**config.mk**
```make
export PLATFORM = sky130hd
export DESIGN_NAME = pacc_fault_gen
export DESIGN_NICKNAME = d
export VERILOG_FILES = /design/src/rtl/pacc_pkg.sv /design/src/rtl/pacc_fault_gen.sv
export SDC_FILE = /design/constraint.sdc
export NUM_CORES = 1
export LEC_CHECK = 0
export ABC_AREA = 1
export BUFFER_PORTS_ARGS = -buffer_cell sky130_fd_sc_hd__buf_2
export CORE_MARGIN = 3
export CORE_UTILIZATION = 42
export DETAILED_ROUTE_END_ITERATION = 8
export PLACE_DENSITY = 0.95
export SYNTH_ARGS = -nofsm -noshare
export SYNTH_HDL_FRONTEND = slang
export SYNTH_SLANG_ARGS = --single-unit
```
**constraint.sdc**
```tcl
create_clock -name vclk -period 2.5
set_input_delay 0.25 -clock vclk [all_inputs]
set_output_delay 0.25 -clock vclk [all_outputs]
set_load 0.01 [all_outputs]
```
**src/rtl/pacc_pkg.sv**
```systemverilog
package pacc_pkg;

  typedef enum logic [1:0] {
    ACC_LOAD  = 2'd0,
    ACC_STORE = 2'd1,
    ACC_FETCH = 2'd2,
    ACC_RSVD  = 2'd3
  } acc_e;

  typedef enum logic [2:0] {
    FK_NONE = 3'd0,
    FK_ISEG = 3'd1,
    FK_DSEG = 3'd2,
    FK_ISTO = 3'd3,
    FK_DSTO = 3'd4
  } fault_e;

  localparam int unsigned STATUS_W = 32;
  localparam int unsigned PERM_R   = 0;
  localparam int unsigned PERM_W   = 1;
  localparam int unsigned PERM_X   = 2;

  localparam logic [STATUS_W-1:0] ST_SEG_NOEXEC = 32'h1000_0000;
  localparam logic [STATUS_W-1:0] ST_NO_ENTRY   = 32'h4000_0000;
  localparam logic [STATUS_W-1:0] ST_PROT_DENY  = 32'h0800_0000;
  localparam logic [STATUS_W-1:0] ST_IS_STORE   = 32'h0200_0000;
  localparam logic [STATUS_W-1:0] ST_MASK_DENY  = 32'h0020_0000;

endpackage

```
**src/rtl/pacc_fault_gen.sv**
```systemverilog
module pacc_fault_gen
  import pacc_pkg::*;
(
  input  logic [1:0]          acc,
  input  logic                inst_en,
  input  logic                data_en,
  input  logic                seg_hit,
  input  logic                seg_nx,
  input  logic                pte_found,
  input  logic [2:0]          perm_pp,
  input  logic [2:0]          perm_mask,
  output logic                real_mode,
  output logic                allowed,
  output fault_e              kind,
  output logic [STATUS_W-1:0] status,
  output logic                addr_valid,
  output logic [2:0]          perm
);

  logic       is_fetch;
  logic       is_store;
  logic [2:0] need;
  logic [2:0] eff;
  logic       pp_deny;
  logic       mask_deny;

  always_comb begin
    is_fetch  = (acc == ACC_FETCH);
    is_store  = (acc == ACC_STORE);
    need      = '0;
    if (is_fetch)      need[PERM_X] = 1'b1;
    else if (is_store) need[PERM_W] = 1'b1;
    else               need[PERM_R] = 1'b1;
    eff       = perm_pp & perm_mask;
    pp_deny   = |(need & ~perm_pp);
    mask_deny = |(need & ~perm_mask);
    real_mode = is_fetch ? ~inst_en : ~data_en;

    allowed    = 1'b0;
    kind       = FK_NONE;
    status     = '0;
    addr_valid = 1'b0;
    perm       = '0;

    if (real_mode) begin
      allowed = 1'b1;
      perm    = 3'b111;
    end else if (!seg_hit) begin
      kind       = is_fetch ? FK_ISEG : FK_DSEG;
      addr_valid = ~is_fetch;
    end else if (is_fetch && seg_nx) begin
      kind   = FK_ISTO;
      status = ST_SEG_NOEXEC;
    end else if (!pte_found) begin
      kind       = is_fetch ? FK_ISTO : FK_DSTO;
      status     = ST_NO_ENTRY | ((is_store) ? ST_IS_STORE : '0);
      addr_valid = ~is_fetch;
    end else begin
      perm = eff;
      if (!(pp_deny || mask_deny)) begin
        allowed = 1'b1;
      end else if (is_fetch) begin
        kind   = FK_ISTO;
        status = ST_PROT_DENY;
      end else begin
        kind       = FK_DSTO;
        addr_valid = 1'b1;
        status     = (pp_deny   ? ST_PROT_DENY : '0)
                   | (is_store  ? ST_IS_STORE  : '0)
                   | (mask_deny ? ST_MASK_DENY : '0);
      end
    end
  end

endmodule

```
=== Yosys cells after proc, flatten, opt, wreduce, memory -nomap -nowiden ===
Index checks and enable logic that the tools add are counted.

* $mul: 0
* Equality and inequality tests: 2
* Shift-type cells: 0
* Div/mod/pow operators: 0
* Multiplexer cells: 36
* Bitwise gates (word level): 10
* $add $sub $neg: 0
* Magnitude comparators: 0
* Reductions and logical operators: 4

{| class="wikitable"
|+ Operators by type and width
! cell !! number
|-
| $mux W31 || 4
|-
| $mux W28 || 3
|-
| $mux W3 || 10
|-
| $or A28 B22 Y28 || 1
|-
| $or A28 B26 Y28 || 1
|-
| $mux W26 || 1
|-
| $mux W22 || 1
|-
| $mux W1 || 15
|-
| $and A3 B3 Y3 || 3
|-
| $not A3 Y3 || 2
|-
| $reduce_or A3 Y1 || 2
|-
| $mux W2 || 2
|-
| $not A1 Y1 || 3
|-
| $eq A2 B1 Y1 const B || 1
|-
| $eq A2 B2 Y1 const B || 1
|-
| $logic_and A1 B1 Y1 || 1
|-
| $logic_or A1 B1 Y1 || 1
|}

* Memories: 0
* Register bits: 0
* Output and inout port bits: 41
* Memory bits (read-only): 0
* RAM bits: 0
* Latch bits: 0

=== Longest topological paths before layout ===
* Depth after elaboration: 14
* Depth in mapped cells: 10

=== Least setup slack after synthesis ===
No wires, ideal clock.

* Path kind: in2out
* Start: in acc[0]
* End: out status[27]
* Setup slack: 1.075 ns
* Data arrival time: 1.175 ns
* Buffers on the path: 1
* Data required time: 2.250 ns
* Stages: 8
* Path through: inv_1 ha_1 buf_6 inv_6 nand2_4 nand2_4 nand3_1 nor3_1

* Longest elaborated chain between the ends: 14
* Elaborated cells between the ends (all ways): 22
* Classes of those cells: 2 x eq/ne; 12 x mux; 4 x bitwise; 4 x reduce/logical

{| class="wikitable"
|+ Ends and longest elaborated chain
! what !! line !! RTL
|-
| from (decl) || pacc_fault_gen.sv:4 || <nowiki>input logic [1:0] acc,</nowiki>
|-
| $eq A2 B1 Y1 || pacc_fault_gen.sv:29 || <nowiki>is_store = (acc == ACC_STORE);</nowiki>
|-
| $mux W1 || pacc_fault_gen.sv:32 || <nowiki>else if (is_store) need[PERM_W] = 1'b1;</nowiki>
|-
| $mux W2 || pacc_fault_gen.sv:31 || <nowiki>if (is_fetch) need[PERM_X] = 1'b1;</nowiki>
|-
| $and A3 B3 Y3 || pacc_fault_gen.sv:35 || <nowiki>pp_deny = |(need & ~perm_pp);</nowiki>
|-
| $reduce_or A3 Y1 || pacc_fault_gen.sv:35 ||
|-
| $mux W28 || pacc_fault_gen.sv:68 || <nowiki>status = (pp_deny ? ST_PROT_DENY : '0)</nowiki>
|-
| $or A28 B26 Y28 || pacc_fault_gen.sv:69 || <nowiki>| (is_store ? ST_IS_STORE : '0)</nowiki>
|-
| $or A28 B22 Y28 || pacc_fault_gen.sv:70 || <nowiki>| (mask_deny ? ST_MASK_DENY : '0);</nowiki>
|-
| $mux W28 || pacc_fault_gen.sv:62 || <nowiki>end else if (is_fetch) begin</nowiki>
|-
| $mux W28 || pacc_fault_gen.sv:60 || <nowiki>if (!(pp_deny || mask_deny)) begin</nowiki>
|-
| $mux W31 || pacc_fault_gen.sv:54 || <nowiki>end else if (!pte_found) begin</nowiki>
|-
| $mux W31 || pacc_fault_gen.sv:51 || <nowiki>end else if (is_fetch && seg_nx) begin</nowiki>
|-
| $mux W31 || pacc_fault_gen.sv:48 || <nowiki>end else if (!seg_hit) begin</nowiki>
|-
| $mux W31 * || pacc_fault_gen.sv:45 || <nowiki>if (real_mode) begin</nowiki>
|-
| to (decl) || pacc_fault_gen.sv:15 || <nowiki>output logic [STATUS_W-1:0] status,</nowiki>
|}

Mark *: on every way between the ends. The rest lies on a longest branch, timed or not.

=== Final worst setup path ===
Ends and elaborated chain as after synthesis.

==> results.toml <==
[clock_network]
cts_resized = 0
hold_buffers = 0
cts_setup_buffers = 0

[floorplan]
rows = 12
die_area_sq_um = 1800
core_area_sq_um = 1170
ioPinCount = 54
start_util_pct = 47.5
die_w_um = 42.4
die_h_um = 42.4

[sta]
hold_viol_final = 0
slew_viol_final = 0
rsz0062_at_grt = "false"
max_freq_mhz = 560
finalSetupViolCount = 0
min_period_over_period_pct = 71.5
fin_tns_setup_ns = 0
holdWs_ns = 0.800
fin_ws_ns = 0.713
layout_min_cycle_time_ns = 1.79

[layout]
drive_gt1_share_pct = 39.1
n_fill_cell = 139
seq_cells = 0
antenna_cells = 0
clkbuf_count = 0
final_nets = 127
area_growth_pct = 6.52
seqCellArea_sq_um = 0

[global_route]
track_usage_pct = 11.2
grt_use_met3_pct = 2.15
grt_pass1_wl_mm = 1.69
busiest_layer = "met2"
antenna_found_initial = 0
grt_max_degree = 8
grtUsageMet2_pct = 21.9
overflow = 0
grt_use_met1_pct = 13.0
first_global_vias = 405

[power_and_ir_drop]
power_density_nw_per_um2 = 184
irDropWorstVdd_v = 0.0000793
clkPwrFrac_pct = 0
power_mw = 0.109
internal_power_mw = 0.0363
p_leak_nw = 0.421
power.switching_mw = 0.0726
combPwrFrac_pct = 100.0
p_sw_share_pct = 66.6
power_frac_seq_pct = 0

[critical_path]
cp_cell_sequence = "buf_2 -> inv_1 -> ha_1 -> nand2_4 -> nand2_4 -> nand3_1 -> nor3_1 -> buf_2"
critical_path_class = "input port to primary output"
required_ns = 2.25
worstPathMaxFanout = 7
cpPeakStageDelay_ns = 0.45
crit_path_end_kind = "primary output"
cp_slowest_cell = "ha_1"
arrival_ns = 1.54
cp-start-kind = "input port"

[synthesis]
syn_area_sq_um = 557
synth-compound-area-share_pct = 6.29
synth.area.mux_share_pct = 0
synthAdderAreaFrac_pct = 4.49
ys_seq_area_share_pct = 0
synth-simple-area-share_pct = 37.3
yosysTopAreaCellShare_pct = 36.4
yosys.area.top_type = "buf_4"
synthCells = 85
yosys-top-cells-area = "buf_4 (36%), nand2_4 (10%), inv_1 (8.1%)"
ys.warnings.count = 0
synth_top_family_by_area = "buffers and inverters"
avgSynthCellArea_sq_um = 6.55
yosysUniqueCellTypes = 21
netlist_top_cells_count = "buf_4 (27), inv_1 (12), nand2_1 (7)"
synth_most_common_cell = "buf_4"
synth_xor_area_share_pct = 1.57

[place]
post-place-ws_ns = 0.705
hpwl_mm = 1.01
portBuffers = 27
gp_congestion = 0.829

[route]
dr.pass1.iters = 3
wl_per_cell_um = 8.98
totalWireLength_mm = 1.11
drtIter0Drc = 2
drc_errors = 0
antenna_left = 0
viasPerCell = 3.98
vias = 494

[flow_run]
cap_violations = 0

[min_path]
worst_hold_path_type = "input port to primary output"

[run_status]
outcome = "finished, final reports clean"
[cell type report]
type	count	area [sq um]	area share (%)
Timing Repair Buffer	27	135	22.8
Inverter	15	62.6	10.5
Multi-Input combinational cell	68	378	63.7
Tap cell	14	17.5	2.95
[power by group through the flow]
stage | clock network, mW | logic, mW | registers, mW
floorplan | 0 | 0.107 | 0
detailed placement | 0 | 0.108 | 0
global placement | 0 | 0.106 | 0
finish | 0 | 0.109 | 0
global route | 0 | 0.121 | 0
CTS | 0 | 0.109 | 0
[layout by cell type (no fill, tap or decap), types with 2 or more instances in the layout]
cell,synthesis,layout
inv_1,12,12
nand2_4,5,5
ha_1,2,2
nand2_1,7,7
o21ai_0,3,3
nand2_2,3,3
nor3_1,2,2
buf_2,0,27
a21oi_1,4,4
nand3_2,2,2
nor2_1,3,3
conb_1,1,27
nand3_1,6,6
[through the flow]
| stage | area (sq um) | cells | util [%] |
|---|---|---|---|
| global placement | 593 | 124 | 50.6 |
| floorplan | 654 | 111 | - |
| global route | 593 | 124 | 50.6 |
| finish | 593 | 124 | 50.6 |
| detailed placement | 593 | 124 | 50.6 |
| CTS | 593 | 124 | 50.6 |
[final timing paths]
check             startpoint          to  slack, ns  depth (start not counted)
setup / recovery      acc[0]  status[27]       0.71                          8
hold / removal     pte_found  status[30]       0.80                          3
[worst max-delay path, delay by kind of cell]
family                     cells  cell delay, ns
and+or+nand+nor                4            0.51
buffers and inverters          3            0.32
adders and majority gates      1            0.45
[kinds of logic after synthesis]
| family | count (synthesis) |
|---|---|
| xor gates and xnor gates | 1 |
| other | 1 |
| and+or+nand+nor | 31 |
| AOI/OAI and AO/OA | 7 |
| buffers and inverters | 43 |
| adders and majority gates | 2 |
[per-layer routing]
metal / part of all wire [%] / vias to the layer above
li1: - / 258
met5: 0 / -
met3: 14 / 0
met2: 48 / 31
met4: 0 / 0
met1: 37 / 205
Power figures use the tool's default switching activity.
